**config.mk**
```make
export PLATFORM = sky130hd
export DESIGN_NAME = smul_exec
export DESIGN_NICKNAME = d
export VERILOG_FILES = /design/src/rtl/smul_pkg.sv /design/src/rtl/smul_decode.sv /design/src/rtl/smul_seq_mult.sv /design/src/rtl/smul_flags.sv /design/src/rtl/smul_exec.sv
export SDC_FILE = /design/constraint.sdc
export NUM_CORES = 1
export LEC_CHECK = 0
export BUFFER_PORTS_ARGS = -buffer_cell sky130_fd_sc_hd__buf_2
export CAP_MARGIN = 20
export CORE_MARGIN = 4
export CORE_UTILIZATION = 52
export DETAILED_ROUTE_END_ITERATION = 12
export PLACE_DENSITY = 0.81
export SLEW_MARGIN = 10
export SYNTH_ARGS = -nofsm -noshare
export SYNTH_HDL_FRONTEND = slang
export SYNTH_SLANG_ARGS = --single-unit
export TNS_END_PERCENT = 1
```
**constraint.sdc**
```tcl
create_clock -name clk -period 3.4 [get_ports clk]
set_clock_uncertainty 0.2 [all_clocks]
set_input_delay 0.68 -clock clk [delete_from_list [all_inputs] [get_ports clk]]
set_output_delay 0.68 -clock clk [all_outputs]
set_load 0.005 [all_outputs]
```
**src/rtl/smul_pkg.sv**
```systemverilog
package smul_pkg;
  typedef enum logic [1:0] {ST_IDLE, ST_RUN, ST_FIN} smul_state_t;

  localparam logic [7:0] OPC_REG  = 8'hC1;
  localparam logic [7:0] OPC_SPOS = 8'hC2;
  localparam logic [7:0] OPC_SNEG = 8'hC3;
  localparam logic [7:0] OPC_MEM  = 8'hC0;
  localparam logic [7:0] OPC_IMM  = 8'h4A;
  localparam logic [3:0] IMM_TAG  = 4'h4;

  localparam logic [3:0] CS_ZERO = 4'b0010;
  localparam logic [3:0] CS_NEG  = 4'b0001;
  localparam logic [3:0] CS_POS  = 4'b0100;
endpackage

```
**src/rtl/smul_decode.sv**
```systemverilog
module smul_decode
  import smul_pkg::*;
#(
  parameter int DW = 16
) (
  input  logic [7:0]    opcode,
  input  logic [3:0]    fld_lo,
  input  logic [DW-1:0] ext_word,
  input  logic [DW-1:0] rb_val,
  input  logic [DW-1:0] mem_data,
  output logic [DW-1:0] operand,
  output logic          legal
);
  logic [DW-1:0] short_n;

  // short forms carry N-1 in the low field
  assign short_n = DW'({1'b0, fld_lo}) + DW'(1);

  always_comb begin
    operand = '0;
    legal   = 1'b1;
    unique case (opcode)
      OPC_REG:  operand = rb_val;
      OPC_SPOS: operand = short_n;
      OPC_SNEG: operand = DW'(0) - short_n;
      OPC_MEM:  operand = mem_data;
      OPC_IMM: begin
        operand = ext_word;
        legal   = (fld_lo == IMM_TAG);
      end
      default:  legal = 1'b0;
    endcase
  end
endmodule

```
**src/rtl/smul_seq_mult.sv**
```systemverilog
module smul_seq_mult #(
  parameter int DW = 16
) (
  input  logic          clk,
  input  logic          rst,
  input  logic          load,
  input  logic          step,
  input  logic [DW-1:0] mag_a,
  input  logic [DW-1:0] mag_b,
  output logic [2*DW-1:0] product
);
  logic [DW-1:0] acc_hi;
  logic [DW-1:0] acc_lo;
  logic [DW-1:0] mcand;
  logic [DW:0]   sum;

  assign sum     = {1'b0, acc_hi} + (acc_lo[0] ? {1'b0, mcand} : '0);
  assign product = {acc_hi, acc_lo};

  always_ff @(posedge clk) begin
    if (rst) begin
      acc_hi <= '0;
      acc_lo <= '0;
      mcand  <= '0;
    end else if (load) begin
      acc_hi <= '0;
      acc_lo <= mag_b;
      mcand  <= mag_a;
    end else if (step) begin
      acc_hi <= sum[DW:1];
      acc_lo <= {sum[0], acc_lo[DW-1:1]};
    end
  end
endmodule

```
**src/rtl/smul_flags.sv**
```systemverilog
module smul_flags
  import smul_pkg::*;
#(
  parameter int DW = 16
) (
  input  logic [2*DW-1:0] mag_prod,
  input  logic            sign_diff,
  input  logic            zero_op,
  output logic [DW-1:0]   res_lo,
  output logic [3:0]      res_cond,
  output logic            res_ovf
);
  logic [2*DW-1:0] sprod;
  logic [DW-1:0]   hi;

  assign sprod  = sign_diff ? ((2*DW)'(0) - mag_prod) : mag_prod;
  assign hi     = sprod[2*DW-1:DW];
  assign res_lo = sprod[DW-1:0];

  always_comb begin
    if (zero_op)
      res_ovf = 1'b0;
    else if (sign_diff)
      res_ovf = (hi != '1) || !res_lo[DW-1];
    else
      res_ovf = (hi != '0) || res_lo[DW-1];

    if (res_lo == '0)
      res_cond = CS_ZERO;
    else if (res_lo[DW-1])
      res_cond = CS_NEG;
    else
      res_cond = CS_POS;
  end
endmodule

```
**src/rtl/smul_exec.sv**
```systemverilog
module smul_exec
  import smul_pkg::*;
#(
  parameter int DW = 16
) (
  input  logic          clk,
  input  logic          rst,
  input  logic          start,
  input  logic [7:0]    opcode,
  input  logic [3:0]    fld_lo,
  input  logic [DW-1:0] ext_word,
  input  logic [DW-1:0] ra_val,
  input  logic [DW-1:0] rb_val,
  input  logic [DW-1:0] mem_data,
  output logic          busy,
  output logic          done,
  output logic          wr_en,
  output logic [DW-1:0] result,
  output logic [3:0]    cond,
  output logic          ovf_irq,
  output logic          illegal
);
  localparam int CW = (DW > 1) ? $clog2(DW) : 1;

  smul_state_t     state;
  logic [CW-1:0]   cnt;
  logic [DW-1:0]   operand;
  logic            legal;
  logic            accept;
  logic [DW-1:0]   mag_a, mag_b;
  logic            diff_q, zero_q;
  logic [2*DW-1:0] mag_prod;
  logic [DW-1:0]   f_lo;
  logic [3:0]      f_cond;
  logic            f_ovf;

  smul_decode #(.DW(DW)) u_dec (
    .opcode(opcode), .fld_lo(fld_lo), .ext_word(ext_word),
    .rb_val(rb_val), .mem_data(mem_data),
    .operand(operand), .legal(legal)
  );

  assign accept = (state == ST_IDLE) && start;
  assign mag_a  = ra_val[DW-1] ? (DW'(0) - ra_val) : ra_val;
  assign mag_b  = operand[DW-1] ? (DW'(0) - operand) : operand;

  smul_seq_mult #(.DW(DW)) u_mul (
    .clk(clk), .rst(rst),
    .load(accept && legal), .step(state == ST_RUN),
    .mag_a(mag_a), .mag_b(mag_b), .product(mag_prod)
  );

  smul_flags #(.DW(DW)) u_flg (
    .mag_prod(mag_prod), .sign_diff(diff_q), .zero_op(zero_q),
    .res_lo(f_lo), .res_cond(f_cond), .res_ovf(f_ovf)
  );

  assign busy = (state != ST_IDLE);

  always_ff @(posedge clk) begin
    if (rst) begin
      state   <= ST_IDLE;
      cnt     <= '0;
      diff_q  <= 1'b0;
      zero_q  <= 1'b0;
      done    <= 1'b0;
      wr_en   <= 1'b0;
      ovf_irq <= 1'b0;
      illegal <= 1'b0;
      result  <= '0;
      cond    <= '0;
    end else begin
      done    <= 1'b0;
      wr_en   <= 1'b0;
      ovf_irq <= 1'b0;
      illegal <= 1'b0;
      unique case (state)
        ST_IDLE: if (accept) begin
          if (!legal) begin
            done    <= 1'b1;
            illegal <= 1'b1;
            result  <= ra_val;
          end else begin
            diff_q <= ra_val[DW-1] ^ operand[DW-1];
            zero_q <= (ra_val == '0) || (operand == '0);
            cnt    <= '0;
            state  <= ST_RUN;
          end
        end
        ST_RUN: begin
          cnt <= cnt + CW'(1);
          if (cnt == CW'(DW-1)) state <= ST_FIN;
        end
        ST_FIN: begin
          result  <= f_lo;
          cond    <= f_cond;
          ovf_irq <= f_ovf;
          wr_en   <= 1'b1;
          done    <= 1'b1;
          state   <= ST_IDLE;
        end
        default: state <= ST_IDLE;
      endcase
    end
  end
endmodule

```
After elaboration in Yosys (flattened, before gate mapping)
Index checks and enable logic that the tools add are counted.
{ "totals": {"in_bits": 79, "reg_bits": 80, "wordCells": 85, "output_inout_bits": 25} }
{ "classes": {"muxes": 25, "bitwise": 3, "n_reduce_logical": 23, "n_eq_ne": 14, "addsub": 7} }
{ "ops": {"columns": ["op", "n"], "rows": [
  ["$mux 16", 7],
  ["$pmux 16 s5", 1],
  ["$logic_not 16->1", 3],
  ["$sub 1x16->16 const A", 3],
  ["$eq 8x8->1 const B", 4],
  ["$mux 32", 1],
  ["$pmux 16 s2", 1],
  ["$sub 1x32->32 const A", 1],
  ["$add 16x17->17", 1],
  ["$ne 16x16->1 const B", 1],
  ["$reduce_bool 16->1", 1],
  ["$mux 4", 3],
  ["$reduce_and 3->1", 4],
  ["$eq 8x7->1 const B", 1],
  ["$ne 2x2->1 const B", 4],
  ["$pmux 4 s2", 1],
  ["$reduce_bool 2->1", 4],
  ["$mux 2", 3],
  ["$add 4x1->5 const B", 1],
  ["$add 4x1->4 const B", 1],
  ["$eq 4x3->1 const B", 1],
  ["$eq 4x4->1 const B", 1],
  ["$mux 1", 4],
  ["$pmux 1 s2", 2],
  ["other kinds (13)", 18]
]} }

Logic depth before layout (Yosys ltp)
Gate-level depths: netlist of the first run.
{ "depth": {"word_depth": 6, "depth_mapped": 14, "depth_no_buf": 12} }

Hierarchy
Synthesis of the first run repeated with hierarchy kept, for this count alone.
{ "hier_totals": {"cells_unflattened": 804, "hier_area_um2": 6211.0} }
{ "by_module_without_submodules": {"columns": ["mod", "seq_area_each_um2", "area_each_um2", "instances", "cells_per_inst"], "rows": [
  ["smul_seq_mult", 960.9, 2691.3, 1, 317],
  ["smul_exec", 640.6, 1890.6, 1, 249],
  ["smul_flags", 0.0, 945.9, 1, 141],
  ["smul_decode", 0.0, 683.2, 1, 97]
]} }

Worst setup path before layout of the first run
No wires, ideal clock.
{ "synth_path": {"kind": "input-to-reg", "startpoint": "input fld_lo[2]", "endpoint": "register u_mul.acc_lo[10]", "stages": 11, "setup_slack_ns": -0.344, "arrival_time_ns": 3.422, "cell_sequence": "clkbuf_1 > nand3_1 > xor2_1 > and3_1 > ha_1 > mux4_2 > a22oi_1 > nand3_1 > o41ai_1 > xnor2_1 > a311o_1"} }
{ "synth_between": {"elab_chain_cells": 6} }
{ "synth_lines": {"columns": ["item", "line", "rtl"], "rows": [
  ["start, declared", "smul_exec.sv:10", "input logic [3:0] fld_lo,"],
  ["$add 4x1->5", "smul_decode.sv:17", "assign short_n = DW'({1'b0, fld_lo}) + DW'(1);"],
  ["$sub 1x16->16", "smul_decode.sv:25", "OPC_SNEG: operand = DW'(0) - short_n;"],
  ["$pmux 16 s5", "smul_decode.sv:22", "unique case (opcode)"],
  ["$sub 1x16->16", "smul_exec.sv:45", "assign mag_b = operand[DW-1] ? (DW'(0) - operand) : operand;"],
  ["$mux 16", "smul_exec.sv:45", null],
  ["$mux 16", "smul_seq_mult.sv:25", "end else if (load) begin"],
  ["end signal, assigned", "smul_seq_mult.sv:27", "acc_lo <= mag_b;"],
  ["end signal, assigned", "smul_seq_mult.sv:31", "acc_lo <= {sum[0], acc_lo[DW-1:1]};"],
  ["end, declared", "smul_seq_mult.sv:13", "logic [DW-1:0] acc_lo;"]
]} }
Several ways; a longest one is shown, not always the timed one.
A chain may end at the register's enable or synchronous reset.

Final worst setup path of the first run
{ "layout_path": {"startpoint": "input fld_lo[0]", "endpoint": "register zero_q"} }
{ "layout_between": {"elab_chain_cells": 5} }
{ "layout_lines": {"columns": ["item", "line", "rtl"], "rows": [
  ["$add 4x1->5", "smul_decode.sv:17", null],
  ["$sub 1x16->16", "smul_decode.sv:25", null],
  ["$pmux 16 s5", "smul_decode.sv:22", null],
  ["$logic_not 16->1", "smul_exec.sv:85", "zero_q <= (ra_val == '0) || (operand == '0);"],
  ["$logic_or 1x1->1", "smul_exec.sv:85", null],
  ["end signal, assigned", "smul_exec.sv:85", null],
  ["end, declared", "smul_exec.sv:31", "logic diff_q, zero_q;"]
]} }
Several ways; a longest one is shown, not always the timed one.

==> results of run 1 <==
## stage by stage
step / utilization, % / std cells / hold slack [ns] / setup WS [ns] / instance area (µm²)
3_5_place_dp: 62.2 / 1065 / 0.245 / -0.246 / 7100
6_report: 64.9 / 1081 / 0.248 / 0.142 / 7420
3_3_place_gp: 62.2 / 1065 / 0.241 / -0.166 / 7100
2_1_floorplan: - / 802 / 0.232 / 0.00236 / 6110
4_1_cts: 64.7 / 1081 / 0.254 / 0.0958 / 7380
5_1_grt: 64.9 / 1081 / 0.273 / -0.0170 / 7420
## layout make-up
| cell class | count | area (µm²) | share of cell area [%] |
|---|---|---|---|
| clock buffers | 9 | 225 | 3.04 |
| well taps | 143 | 179 | 2.41 |
| repair buffers | 168 | 1020 | 13.8 |
| inverters | 23 | 86.3 | 1.16 |
| multi-input cells | 652 | 4270 | 57.6 |
| flip-flops and latches | 79 | 1580 | 21.3 |
| clock inverters | 7 | 53.8 | 0.725 |
## cell families (layout without fill, tap and decap cells)
group / count (synthesis) / after routing / synth area share, %
and+or+nand+nor: 338 / 338 / 28.4
AOI/OAI and AO/OA: 226 / 226 / 26.0
DFF: 79 / 79 / 26.1
buffers and inverters: 71 / 207 / 4.69
xor gates and xnor gates: 52 / 52 / 7.53
adders and majority gates: 24 / 24 / 5.09
muxes: 11 / 11 / 2.15
other: 1 / 1 / 0.0620
## report_power, final
group,total (W),internal [W],leakage (nW),switching (W)
registers,0.000953,0.000941,0.640,0.0000115
clock network,0.000918,0.000501,0.129,0.000417
logic,0.000328,0.000148,2.41,0.000180
## layout by cell type (no fill, tap or decap), types with 18 or more instances in the layout
master                     netlist  final
sky130_fd_sc_hd__inv_1          22     22
sky130_fd_sc_hd__a211oi_1       27     27
sky130_fd_sc_hd__nor2_1         74     73
sky130_fd_sc_hd__nand3_1        20     18
sky130_fd_sc_hd__nand2_1        93     93
sky130_fd_sc_hd__buf_4           1     64
sky130_fd_sc_hd__a21oi_1        54     54
sky130_fd_sc_hd__dfxtp_1        79     79
sky130_fd_sc_hd__nor3_1         21     20
sky130_fd_sc_hd__a22oi_1        25     24
sky130_fd_sc_hd__and2_1         21     21
sky130_fd_sc_hd__xor2_1         27     26
sky130_fd_sc_hd__xnor2_1        25     25
sky130_fd_sc_hd__buf_2           5    102
sky130_fd_sc_hd__ha_1           23     22
sky130_fd_sc_hd__o21ai_0        28     28
## how the worst max path moves through the flow
stage	cells past startpoint	slack, ns	from	to
after floorplan	13	0.002	fld_lo[2]	zero_q$_SDFFE_PP0P_
after global placement	11	-0.17	fld_lo[0]	zero_q$_SDFFE_PP0P_
after detailed placement	10	-0.25	fld_lo[0]	zero_q$_SDFFE_PP0P_
after CTS	10	0.1	fld_lo[0]	zero_q$_SDFFE_PP0P_
after global routing	14	-0.02	fld_lo[0]	zero_q$_SDFFE_PP0P_
final	11	0.14	fld_lo[0]	zero_q$_SDFFE_PP0P_
## flip-flops by register name, indices dropped and copies added (netlist names)
name,cells
cnt,4
cond,3
diff_q,1
done,1
illegal,1
ovf_irq,1
result,16
state,2
u_mul.acc_hi,16
u_mul.acc_lo,16
u_mul.mcand,16
wr_en,1
zero_q,1
## worst max-delay path: stages
cell	delay [ns]
sky130_fd_sc_hd__buf_2	0.11
sky130_fd_sc_hd__inv_1	0.04
sky130_fd_sc_hd__ha_1	0.29
sky130_fd_sc_hd__nand2b_4	0.15
sky130_fd_sc_hd__a211o_4	0.34
sky130_fd_sc_hd__a22o_1	0.23
sky130_fd_sc_hd__a21o_1	0.17
sky130_fd_sc_hd__or4_4	0.51
sky130_fd_sc_hd__or3_4	0.38
sky130_fd_sc_hd__o311a_1	0.30
sky130_fd_sc_hd__nor3_1	0.11
## cell usage after synthesis, drive strengths merged (17+ instances only)
cell    instances  area, µm²
nand3          20        100
clkbuf         38        143
and2           21        131
xnor2          25        219
xor2           27        236
nand2          93        349
o21ai          28        140
nor2           74        278
a22oi          25        188
dfxtp          79       1580
a211oi         27        203
nor4           17        113
a21oi          54        270
ha             23        288
nor3           21        105
inv            22       82.6
## layer usage
layer | vias to the layer above | global-route usage, % | share of wire, %
met2 | 280 | 47.1 | 51
met1 | 3121 | 33.3 | 40
li1 | 3247 | - | -
met4 | 0 | 9.36 | 2.3
met5 | - | 0 | 0
met3 | 40 | 4.70 | 6.9
==> insert_results.sql, run 1 <==
INSERT INTO impl_metrics (metric_group, metric, value, unit) VALUES
('global_routing', 'grt_pass1_vias', '6262', ''),
('die', 'ios', '104', ''),
('logic_synthesis', 'post_synth.cell_area_avg', '7.54', 'µm²'),
('pwr', 'power.density_cell_area', '296', 'mW/mm²'),
('timing', 'fin_crit', '3.26', 'ns'),
('setup_path', 'r2r-start', 'u_mul.acc_lo[0]$_SDFFE_PP0P_', ''),
('die', 'initial_standard_cell_utilization_of_the_core', '53.0', '%'),
('die', 'coreArea', '0.0114', 'mm²'),
('clock_tree', 'cts_sinks', '79', ''),
('run_status', 'run_status', 'finished, final reports clean', ''),
('route', 'avgRoutedWirePerCell', '17.0', 'µm'),
('layout', 'area_growth', '22.6', '%'),
('setup_path', 'r2r-end', 'u_mul.acc_hi[15]$_SDFFE_PP0P_', ''),
('logic_synthesis', 'flip_flop_and_latch_count_after_synthesis', '79', ''),
('logic_synthesis', 'postSynth.asyncResetShare', '0', '%'),
('die', 'die_x', '116', 'µm'),
('clock_tree', 'tritoncts.num_buffers', '9', ''),
('die', 'cell_row_count', '39', ''),
('route', 'detailedRoute.firstIterationViolations', '736', ''),
('layout', 'nFillCells', '1037', ''),
('clock_tree', 'cts_resized', '0', ''),
('route', 'wire_length_after_detailed_routing', '18400', 'µm'),
('timing', 'hold_viol_final', '0', ''),
('min_path', 'hold_path_startpoint', 'result[10]$_SDFFE_PP0P_', ''),
('clock_tree', 'clockBufferDepth', '2', ''),
('timing', 'period_share', '95.8', '%'),
('setup_path', 'setup.worst_path.class', 'in -> reg', ''),
('clock_tree', 'clk-insertion-delay-late', '0.34', 'ns'),
('timing', 'fmax', '307', 'MHz'),
('setup_path', 'worst_setup_path_end_kind', 'flop', ''),
('timing', 'slew_viol_final', '0', ''),
('logic_synthesis', 'seq_area_frac_synth', '26.1', '%'),
('route', 'drt-pass1-iter-count', '5', ''),
('route', 'total_vias_in_the_final_route', '6688', ''),
('logic_synthesis', 'yosys_warnings', '0', ''),
('timing', 'timing_worst_slew_pin_value', '1.07', 'ns'),
('setup_path', 'worstPathArrival', '3.32', 'ns'),
('global_routing', 'overflow', '0', ''),
('logic_synthesis', 'synth_ff_type', 'sky130_fd_sc_hd__dfxtp_1', ''),
('setup_path', 'reg2reg_setup_slack', '0.20', 'ns'),
('logic_synthesis', 'syn_nets', '905', ''),
('min_path', 'min_path_type', 'reg -> reg', ''),
('pwr', 'power.total', '0.00220', 'W'),
('die', 'floorplan.die_area', '0.0134', 'mm²'),
('clock_tree', 'root_buffer', 'sky130_fd_sc_hd__clkbuf_16', ''),
('timing', 'grt_setup_unrepaired', 'yes', ''),
('die', 'floorplan.die.height', '116', 'µm'),
('clock_tree', 'clk_transition_reported_paths', '0.06', 'ns'),
('layout', 'antenna_cells', '0', ''),
('min_path', 'hold_depth', '2', ''),
('layout', 'drive_gt1_share', '22.6', '%'),
('placement', 'gp_routability_congestion', '0.929', ''),
('global_routing', 'groute.usage.overall', '26.9', '%'),
('global_routing', 'grt_pass1_wl', '29400', 'µm'),
('logic_synthesis', 'yosysUniqueCellTypes', '78', ''),
('global_routing', 'antenna_found_initial', '0', ''),
('setup_path', 'timing.critical_path.required', '3.46', 'ns'),
('run', 'drv.max_cap_violation_count', '0', ''),
('clock_tree', 'h-tree-depth', '3', ''),
('logic_synthesis', 'syn_inst', '802', ''),
('setup_path', 'ff2ff_path_depth', '11', ''),
('timing', 'tns', '0', 'ns'),
('placement', 'numPortBuffers', '102', ''),
('global_routing', 'grt_max_degree', '34', ''),
('route', 'postRouteAntennaNets', '0', ''),
('route', 'route.detailed.vias_per_inst', '6.19', ''),
('logic_synthesis', 'synth_enable_flop_cells', '0', ''),
('placement', 'detailed_place_hpwl', '14000', 'µm'),
('clock_tree', 'postCtsSetupBuffers', '0', ''),
('clock_tree', 'tritoncts', 'yes', ''),
('route', 'remaining_drc_errors', '0', ''),
('pwr', 'static-leakage-power', '3.18', 'nW'),
('setup_path', 'worst_setup_path_start_kind', 'input port', ''),
('pwr', 'irDropWorstVdd', '0.000407', 'V'),
('timing', 'final-setup-viol-count', '0', ''),
('timing', 'timing.max_slew.rel_slack', '28.4', '%'),
('clock_tree', 'cts_hold_buf', '0', ''),
('min_path', 'endpoint_of_the_worst_hold_timing_path', 'result[10]$_SDFFE_PP0P_', ''),
('setup_path', 'crit_path_max_fanout', '5', ''),
('layout', 'nets', '1036', ''),
('logic_synthesis', 'netlist_area', '0.00605', 'mm²');
Note: power is estimated with default switching activity, not from simulation.
==> inputs of run 2 (changes only) <==
Settings changed: CORE_UTILIZATION 52 to 53, CTS_BUF_LIST from default to sky130_fd_sc_hd__clkbuf_8, PLACE_DENSITY 0.81 to 0.82.
==> run 2 against run 1 <==
Against the previous run:
- total power fell by 6.3%
- utilization grew 2.2 points
- global-route usage grew 0.70 points
- sequential power about the same
- critical path depth unchanged
- sequential cell count unchanged
- first-iteration DRC count grew 8.3%
- combinational power about the same
- cell area decreased by 0.57%
- hold slack improved by 0.0089 ns
- maximum frequency fell by 0.22%
- critical path type unchanged
- critical endpoint unchanged
- highest routed layer unchanged
==> insert_results.sql, run 2 (synthesis results as in run 1) <==
INSERT INTO impl_metrics (metric_group, metric, value, unit) VALUES
('run_status', 'run_status', 'finished, final reports clean', ''),
('die', 'initial_standard_cell_utilization_of_the_core', '55.1', '%'),
('layout', 'nets', '1039', ''),
('timing', 'timing_worst_slew_pin_value', '0.656', 'ns'),
('route', 'postRouteAntennaNets', '0', ''),
('setup_path', 'setup.worst_path.class', 'in -> reg', ''),
('timing', 'hold_viol_final', '0', ''),
('layout', 'final-instance-count-excl-fill', '1081', ''),
('die', 'die_x', '115', 'µm'),
('setup_path', 'crit_path_max_fanout', '4', ''),
('route', 'drt-pass1-iter-count', '5', ''),
('global_routing', 'groute.usage.overall', '27.6', '%'),
('global_routing', 'antenna_found_initial', '0', ''),
('die', 'floorplan.die_area', '0.0132', 'mm²'),
('setup_path', 'worstPathArrival', '3.37', 'ns'),
('placement', 'gp_routability_congestion', '0.951', ''),
('placement', 'place.detailed.instances', '1065', ''),
('clock_tree', 'clk-insertion-delay-late', '0.37', 'ns'),
('setup_path', 'reg2reg_setup_slack', '0.23', 'ns'),
('min_path', 'min_path_type', 'reg -> reg', ''),
('timing', 'fin_crit', '3.27', 'ns'),
('placement', 'detailed_place_hpwl', '14000', 'µm'),
('clock_tree', 'tritoncts', 'yes', ''),
('layout', 'layout_common_cells', 'sky130_fd_sc_hd__buf_2, sky130_fd_sc_hd__nand2_1, sky130_fd_sc_hd__dfxtp_1, sky130_fd_sc_hd__nor2_1, sky130_fd_sc_hd__buf_4', ''),
('die', 'coreArea', '0.0110', 'mm²'),
('route', 'remaining_drc_errors', '0', ''),
('clock_tree', 'h-tree-depth', '3', ''),
('layout', 'drive_gt1_share', '22.6', '%'),
('timing', 'timing.max_slew.rel_slack', '56.0', '%'),
('global_routing', 'overflow', '0', ''),
('setup_path', 'worst_setup_path_end_kind', 'flop', ''),
('global_routing', 'grt_max_degree', '38', ''),
('pwr', 'power.density_cell_area', '279', 'mW/mm²'),
('clock_tree', 'root_buffer', 'sky130_fd_sc_hd__clkbuf_8', ''),
('route', 'total_vias_in_the_final_route', '6631', ''),
('timing', 'fmax', '306', 'MHz'),
('layout', 'final_area', '0.00737', 'mm²'),
('layout', 'area_growth', '21.9', '%'),
('die', 'ios', '104', ''),
('die', 'cell_row_count', '38', ''),
('pwr', 'irDropWorstVdd', '0.000297', 'V'),
('timing', 'finalHoldWorstSlack', '0.257', 'ns'),
('placement', 'place_area', '0.00713', 'mm²'),
('timing', 'slew_viol_final', '0', ''),
('clock_tree', 'cts_hold_buf', '0', ''),
('setup_path', 'timing.critical_path.required', '3.50', 'ns'),
('pwr', 'static-leakage-power', '3.19', 'nW'),
('layout', 'finalCoreUtilization', '67.1', '%'),
('clock_tree', 'tritoncts.num_buffers', '9', ''),
('layout', 'antenna_cells', '0', ''),
('placement', 'numPortBuffers', '102', ''),
('clock_tree', 'cts_sinks', '79', ''),
('route', 'avgRoutedWirePerCell', '16.6', 'µm'),
('clock_tree', 'clockBufferDepth', '2', ''),
('die', 'floorplan.die.height', '115', 'µm'),
('run', 'drv.max_cap_violation_count', '0', ''),
('route', 'detailedRoute.firstIterationViolations', '797', ''),
('route', 'wire_length_after_detailed_routing', '17900', 'µm'),
('setup_path', 'worstSetupStartpoint', 'fld_lo[0]', ''),
('timing', 'final-setup-viol-count', '0', ''),
('min_path', 'hold_path_startpoint', 'result[8]$_SDFFE_PP0P_', ''),
('placement', 'place_worst_setup_slack', '-0.233', 'ns'),
('setup_path', 'r2r-start', 'u_mul.acc_lo[10]$_SDFFE_PP0P_', ''),
('layout', 'layout.cells.most_common', 'sky130_fd_sc_hd__buf_2', ''),
('route', 'route.detailed.vias_per_inst', '6.13', ''),
('global_routing', 'grt_pass1_vias', '6297', ''),
('timing', 'final.setup.worst_slack', '0.135', 'ns'),
('clock_tree', 'clk_transition_reported_paths', '0.09', 'ns'),
('timing', 'period_share', '96.0', '%'),
('setup_path', 'worst_setup_path_start_kind', 'input port', ''),
('clock_tree', 'postCtsSetupBuffers', '0', ''),
('global_routing', 'grt_pass1_wl', '30000', 'µm');
[run 2: cell types whose count changed in the layout (fill, tap and decap cells not counted), sizes merged]
cell / delta
clkbuf: +1
clkinvlp: -3
clkinv: +3
bufinv: +2
inv: -3
buf: +3
[run 2: through the flow]
| step | total power (W) | TNS [ns] |
|---|---|---|
| 2_1_floorplan | 0.00115 | 0 |
| 3_3_place_gp | 0.00129 | -0.539 |
| 3_5_place_dp | 0.00129 | -0.989 |
| 4_1_cts | 0.00206 | 0 |
| 5_1_grt | 0.00215 | -0.00493 |
| 6_report | 0.00206 | 0 |
[run 2: timing repair]
action | in CTS | in global routing
endpoints found under the setup margin | 0 | 3
resized for setup | 0 | 4
hold endpoints to repair | 0 | 0
[run 2: power breakdown]
group | internal, W | switching [W]
logic | 0.000149 | 0.000179
clock network | 0.000431 | 0.000351
registers | 0.000940 | 0.0000111
[run 2: worst paths after layout]
path,endpoint,cells past startpoint
hold reg to reg,result[8]$_SDFFE_PP0P_,2
setup / recovery,zero_q$_SDFFE_PP0P_,11
hold / removal,result[8]$_SDFFE_PP0P_,2
setup reg to reg,ovf_irq$_SDFF_PP0_,8
[run 2: worst max-delay path: stages]
cell	delay, ns
sky130_fd_sc_hd__buf_2	0.11
sky130_fd_sc_hd__inv_1	0.05
sky130_fd_sc_hd__ha_1	0.31
sky130_fd_sc_hd__nand2b_4	0.15
sky130_fd_sc_hd__a211o_1	0.33
sky130_fd_sc_hd__a22o_1	0.23
sky130_fd_sc_hd__a21o_1	0.17
sky130_fd_sc_hd__or4_1	0.53
sky130_fd_sc_hd__or3_4	0.39
sky130_fd_sc_hd__o311a_1	0.31
sky130_fd_sc_hd__nor3_2	0.10
[run 2: routing by layer]
layer  share of wire, %  wire (µm)  GRT usage [%]  up-vias
li1                   -          -              -     3249
met4                2.4        423           8.69        0
met2                 49       8690           46.1      238
met3                6.0       1070           4.11       39
met1                 43       7710           36.8     3105
met5                  0          0              0        -
[run 2: final cells by class]
cell class              count  area (µm²)
multi-input cells         652        4260
fillers                   926        3610
flip-flops and latches     79        1580
repair buffers            171        1050
well taps                 140         175
clock buffers              10         138
inverters                  23        86.3
clock inverters             6        83.8
==> inputs of run 3 (changes only) <==
Settings changed: SYNTH_HIERARCHICAL from default to 1.
==> run 3 against run 2 <==
Against the previous run:
- sequential cell count grew 1
- critical path depth increased by 3
- utilization decreased by 2.3 points
- largest cell class unchanged
- largest power group unchanged
==> insert_results.sql, run 3 <==
INSERT INTO impl_metrics (metric_group, metric, value, unit) VALUES
('layout', 'layout_common_cells', 'sky130_fd_sc_hd__nor2_1, sky130_fd_sc_hd__nand2_1, sky130_fd_sc_hd__buf_2, sky130_fd_sc_hd__dfxtp_1, sky130_fd_sc_hd__buf_4', ''),
('setup_path', 'cpLargestDelayFamily', 'simple AND/OR/NAND/NOR gates', ''),
('layout', 'nFillCells', '981', ''),
('pwr', 'seqPwrFrac', '51.5', '%'),
('logic_synthesis', 'flip_flop_and_latch_count_after_synthesis', '80', ''),
('route', 'drt-pass1-iter-count', '5', ''),
('global_routing', 'grt_max_degree', '42', ''),
('die', 'initial_standard_cell_utilization_of_the_core', '54.2', '%'),
('clock_tree', 'clk-insertion-delay-late', '0.36', 'ns'),
('global_routing', 'grtUsageMet3', '4.30', '%'),
('logic_synthesis', 'postSynth.asyncResetShare', '0', '%'),
('logic_synthesis', 'xor_xnor_portion_of_the_synthesized_cell_area', '9.31', '%'),
('layout', 'nets', '1034', ''),
('route', 'total_vias_in_the_final_route', '6299', ''),
('logic_synthesis', 'syn_inst', '804', ''),
('timing', 'fin_crit', '3.35', 'ns'),
('layout', 'finalCoreUtilization', '64.9', '%'),
('logic_synthesis', 'synth_top_family_by_area', 'simple AND/OR/NAND/NOR gates', ''),
('setup_path', 'worst-path-buf-inv', '3', ''),
('pwr', 'internal_power_contribution', '0.00136', 'W'),
('route', 'avgRoutedWirePerCell', '15.4', 'µm'),
('timing', 'final.setup.worst_slack', '0.0459', 'ns'),
('timing', 'timing.max_slew.rel_slack', '49.9', '%'),
('pwr', 'power.density_cell_area', '251', 'mW/mm²'),
('setup_path', 'reg2reg_setup_slack', '0.30', 'ns'),
('layout', 'drive_gt1_share', '24.3', '%'),
('global_routing', 'groute.usage.overall', '24.2', '%'),
('logic_synthesis', 'synth_ff_type', 'sky130_fd_sc_hd__dfxtp_1', ''),
('pwr', 'netSwitchingPower', '0.000504', 'W'),
('clock_tree', 'tritoncts', 'yes', ''),
('setup_path', 'critical_path.slowest_cell', 'sky130_fd_sc_hd__or4b_4', ''),
('global_routing', 'antenna_found_initial', '0', ''),
('placement', 'place.detailed.instances', '1064', ''),
('setup_path', 'r2r-start', 'u_mul/acc_lo[0]$_SDFFE_PP0P_', ''),
('clock_tree', 'cts_sinks', '80', ''),
('setup_path', 'r2r-end', 'ovf_irq$_SDFF_PP0_', ''),
('layout', 'layout.cells.most_common', 'sky130_fd_sc_hd__nor2_1', ''),
('setup_path', 'worstSetupStartpoint', 'fld_lo[0]', ''),
('clock_tree', 'cts_hold_buf', '0', ''),
('setup_path', 'timing.critical_path.required', '3.48', 'ns'),
('timing', 'grt_setup_unrepaired', 'yes', ''),
('route', 'wire_length_after_detailed_routing', '16600', 'µm'),
('pwr', 'comb_power_share', '14.4', '%'),
('setup_path', 'ff2ff_path_depth', '7', ''),
('global_routing', 'overflow', '0', ''),
('setup_path', 'crit_path_max_fanout', '5', ''),
('setup_path', 'path_depth', '14', ''),
('placement', 'numPortBuffers', '103', ''),
('logic_synthesis', 'netlist_area', '0.00621', 'mm²'),
('clock_tree', 'tritoncts.num_buffers', '9', ''),
('logic_synthesis', 'synthSimpleGateAreaFrac', '28.2', '%'),
('die', 'floorplan.die_area', '0.0135', 'mm²'),
('timing', 'fmax', '298', 'MHz'),
('setup_path', 'critPathMaxStageDelay', '0.46', 'ns'),
('logic_synthesis', 'post_synth.cell_area_avg', '7.73', 'µm²'),
('setup_path', 'worstPathCellList', 'buf_8 > inv_4 > ha_4 > xnor2_2 > mux2i_1 > nor2_1 > a21oi_1 > o22ai_2 > inv_2 > ha_4 > or4b_4 > or4_4 > or4_4 > a311oi_2', ''),
('setup_path', 'worst_setup_path_end_kind', 'flop', ''),
('route', 'detailedRoute.firstIterationViolations', '633', ''),
('die', 'cell_row_count', '39', ''),
('logic_synthesis', 'post_synth_fa_ha_maj_area_fraction', '4.75', '%'),
('setup_path', 'worstPathArrival', '3.44', 'ns'),
('timing', 'hold_viol_final', '0', ''),
('run', 'drv.max_cap_violation_count', '0', ''),
('layout', 'final-instance-count-excl-fill', '1080', ''),
('pwr', 'static-leakage-power', '3.18', 'nW'),
('logic_synthesis', 'synth_top_area_cell', 'sky130_fd_sc_hd__dfxtp_1', ''),
('pwr', 'clock_share_of_power', '34.2', '%'),
('clock_tree', 'clockBufferDepth', '2', ''),
('pwr', 'p_sw_share', '27.0', '%'),
('placement', 'detailed_place_hpwl', '13000', 'µm'),
('clock_tree', 'h-tree-depth', '3', ''),
('die', 'die_x', '116', 'µm'),
('setup_path', 'crit_path_to', 'zero_q$_SDFFE_PP0P_', ''),
('logic_synthesis', 'yosys_warnings', '6', ''),
('global_routing', 'grt_use_met2', '39.2', '%'),
('logic_synthesis', 'seq_area_frac_synth', '25.8', '%'),
('logic_synthesis', 'post_synth_mux_area_share', '6.79', '%'),
('clock_tree', 'clk_transition_reported_paths', '0.09', 'ns'),
('global_routing', 'grt_pass1_wl', '27000', 'µm'),
('route', 'postRouteAntennaNets', '0', ''),
('die', 'floorplan.die.height', '116', 'µm'),
('clock_tree', 'root_buffer', 'sky130_fd_sc_hd__clkbuf_8', ''),
('layout', 'antenna_cells', '0', ''),
('min_path', 'min_path_type', 'reg -> reg', ''),
('clock_tree', 'postCtsSetupBuffers', '0', ''),
('logic_synthesis', 'most_frequent_cell_after_synthesis', 'sky130_fd_sc_hd__nor2_1', ''),
('logic_synthesis', 'syn_nets', '906', ''),
('global_routing', 'grt_pass1_vias', '5861', ''),
('logic_synthesis', 'netlist.area_leader.share', '25.8', '%'),
('placement', 'gp_routability_congestion', '0.941', ''),
('logic_synthesis', 'synth_top_cells_by_area', 'sky130_fd_sc_hd__dfxtp_1, sky130_fd_sc_hd__xnor2_1, sky130_fd_sc_hd__nor2_1, sky130_fd_sc_hd__mux2i_1, sky130_fd_sc_hd__nand2_1', ''),
('timing', 'timing_worst_slew_pin_value', '0.751', 'ns'),
('timing', 'slew_viol_final', '0', ''),
('placement', 'place_worst_setup_slack', '-0.581', 'ns'),
('logic_synthesis', 'synth_top_cells_by_count', 'sky130_fd_sc_hd__nor2_1, sky130_fd_sc_hd__nand2_1, sky130_fd_sc_hd__dfxtp_1', ''),
('logic_synthesis', 'synthesized_area_fraction_occupied_by_ao_oa_aoi_and_oai_cells', '19.7', '%'),
('route', 'route.detailed.vias_per_inst', '5.83', ''),
('logic_synthesis', 'yosysUniqueCellTypes', '82', ''),
('setup_path', 'setup.worst_path.class', 'in -> reg', ''),
('timing', 'final-setup-viol-count', '0', ''),
('run_status', 'run_status', 'finished, final reports clean', ''),
('logic_synthesis', 'synth_enable_flop_cells', '0', ''),
('global_routing', 'grt_busiest_layer', 'met2', ''),
('route', 'remaining_drc_errors', '0', ''),
('layout', 'area_growth', '19.8', '%'),
('die', 'ios', '104', ''),
('global_routing', 'global_route.usage.met1', '32.6', '%'),
('pwr', 'irDropWorstVdd', '0.000236', 'V'),
('die', 'coreArea', '0.0115', 'mm²'),
('setup_path', 'worst_setup_path_start_kind', 'input port', ''),
('timing', 'period_share', '98.6', '%');
## run 3: cell types whose count changed after synthesis, moves of 9 or more
cell	delta
sky130_fd_sc_hd__clkbuf_1	-9
sky130_fd_sc_hd__mux2i_1	+34
sky130_fd_sc_hd__nand2_1	+9
sky130_fd_sc_hd__nor2_1	+36
sky130_fd_sc_hd__xor2_1	-19
sky130_fd_sc_hd__a222oi_1	+9
sky130_fd_sc_hd__xnor2_1	+33
sky130_fd_sc_hd__a211oi_1	-22
sky130_fd_sc_hd__a22oi_1	-25
sky130_fd_sc_hd__a311oi_1	+11
## run 3: worst min-delay path by stage
stage	from	endpoint	slack, ns	cells after the start
finish	cond[0]$_SDFFE_PP0P_	cond[0]$_SDFFE_PP0P_	0.26	2
global route	cond[0]$_SDFFE_PP0P_	cond[0]$_SDFFE_PP0P_	0.29	2
CTS	cond[0]$_SDFFE_PP0P_	cond[0]$_SDFFE_PP0P_	0.26	2
detailed placement	cond[0]$_SDFFE_PP0P_	cond[0]$_SDFFE_PP0P_	0.25	2
global placement	cond[3]$_SDFFE_PP0P_	cond[3]$_SDFFE_PP0P_	0.24	2
floorplan	cnt[3]$_SDFFE_PP0P_	cnt[3]$_SDFFE_PP0P_	0.24	1
## run 3: cell families after synthesis
group | count (synthesis)
buf+inv | 70
simple gates | 347
flops | 80
other cells | 1
mux | 42
compound gates | 175
xor+xnor | 66
fa+ha+maj | 23
## run 3: cell type report
class | instances | area [µm²] | share of cell area, %
clock buffer | 10 | 138 | 1.85
clock inverter | 6 | 36.3 | 0.488
multi-input combinational | 654 | 4360 | 58.6
sequential | 80 | 1600 | 21.5
tap | 143 | 179 | 2.41
inverter | 18 | 82.6 | 1.11
timing repair buffer | 169 | 1040 | 14.0
## run 3: per-stage QoR
| stage | setup TNS, ns | hold slack (ns) | power, W | area [µm²] |
|---|---|---|---|---|
| finish | 0 | 0.260 | 0.00187 | 7440 |
| floorplan | -0.668 | 0.236 | 0.00112 | 6270 |
| global placement | -2.05 | 0.245 | 0.00124 | 7220 |
| global route | -0.0450 | 0.288 | 0.00194 | 7440 |
| detailed placement | -2.38 | 0.248 | 0.00125 | 7220 |
| CTS | 0 | 0.261 | 0.00187 | 7410 |
## run 3: tightest hold or removal path: cells and delay by family, from the launching register on
kind,cells,cell delay [ns]
AOI/OAI and AO/OA,1,0.05
DFF,1,0.32
and+or+nand+nor,1,0.05
## run 3: timing repair
item,4_1_cts,5_1_grt
setup endpoints to repair,3,4
resized for setup,5,6
pin swaps,6,1
## run 3: power by group through the flow
stage | Clock (W) | Combinational (W) | Sequential (W)
after global placement | 0 | 0.000260 | 0.000983
after CTS | 0.000646 | 0.000267 | 0.000962
final | 0.000638 | 0.000269 | 0.000962
after global routing | 0.000681 | 0.000295 | 0.000963
after detailed placement | 0 | 0.000263 | 0.000984
after floorplan | 0 | 0.000133 | 0.000984
## run 3: layer usage
| metal | part of all wire, % | up-vias |
|---|---|---|
| met5 | 0 | - |
| met1 | 46 | 2880 |
| met4 | 1.9 | 0 |
| met2 | 45 | 241 |
| li1 | - | 3152 |
| met3 | 6.9 | 26 |
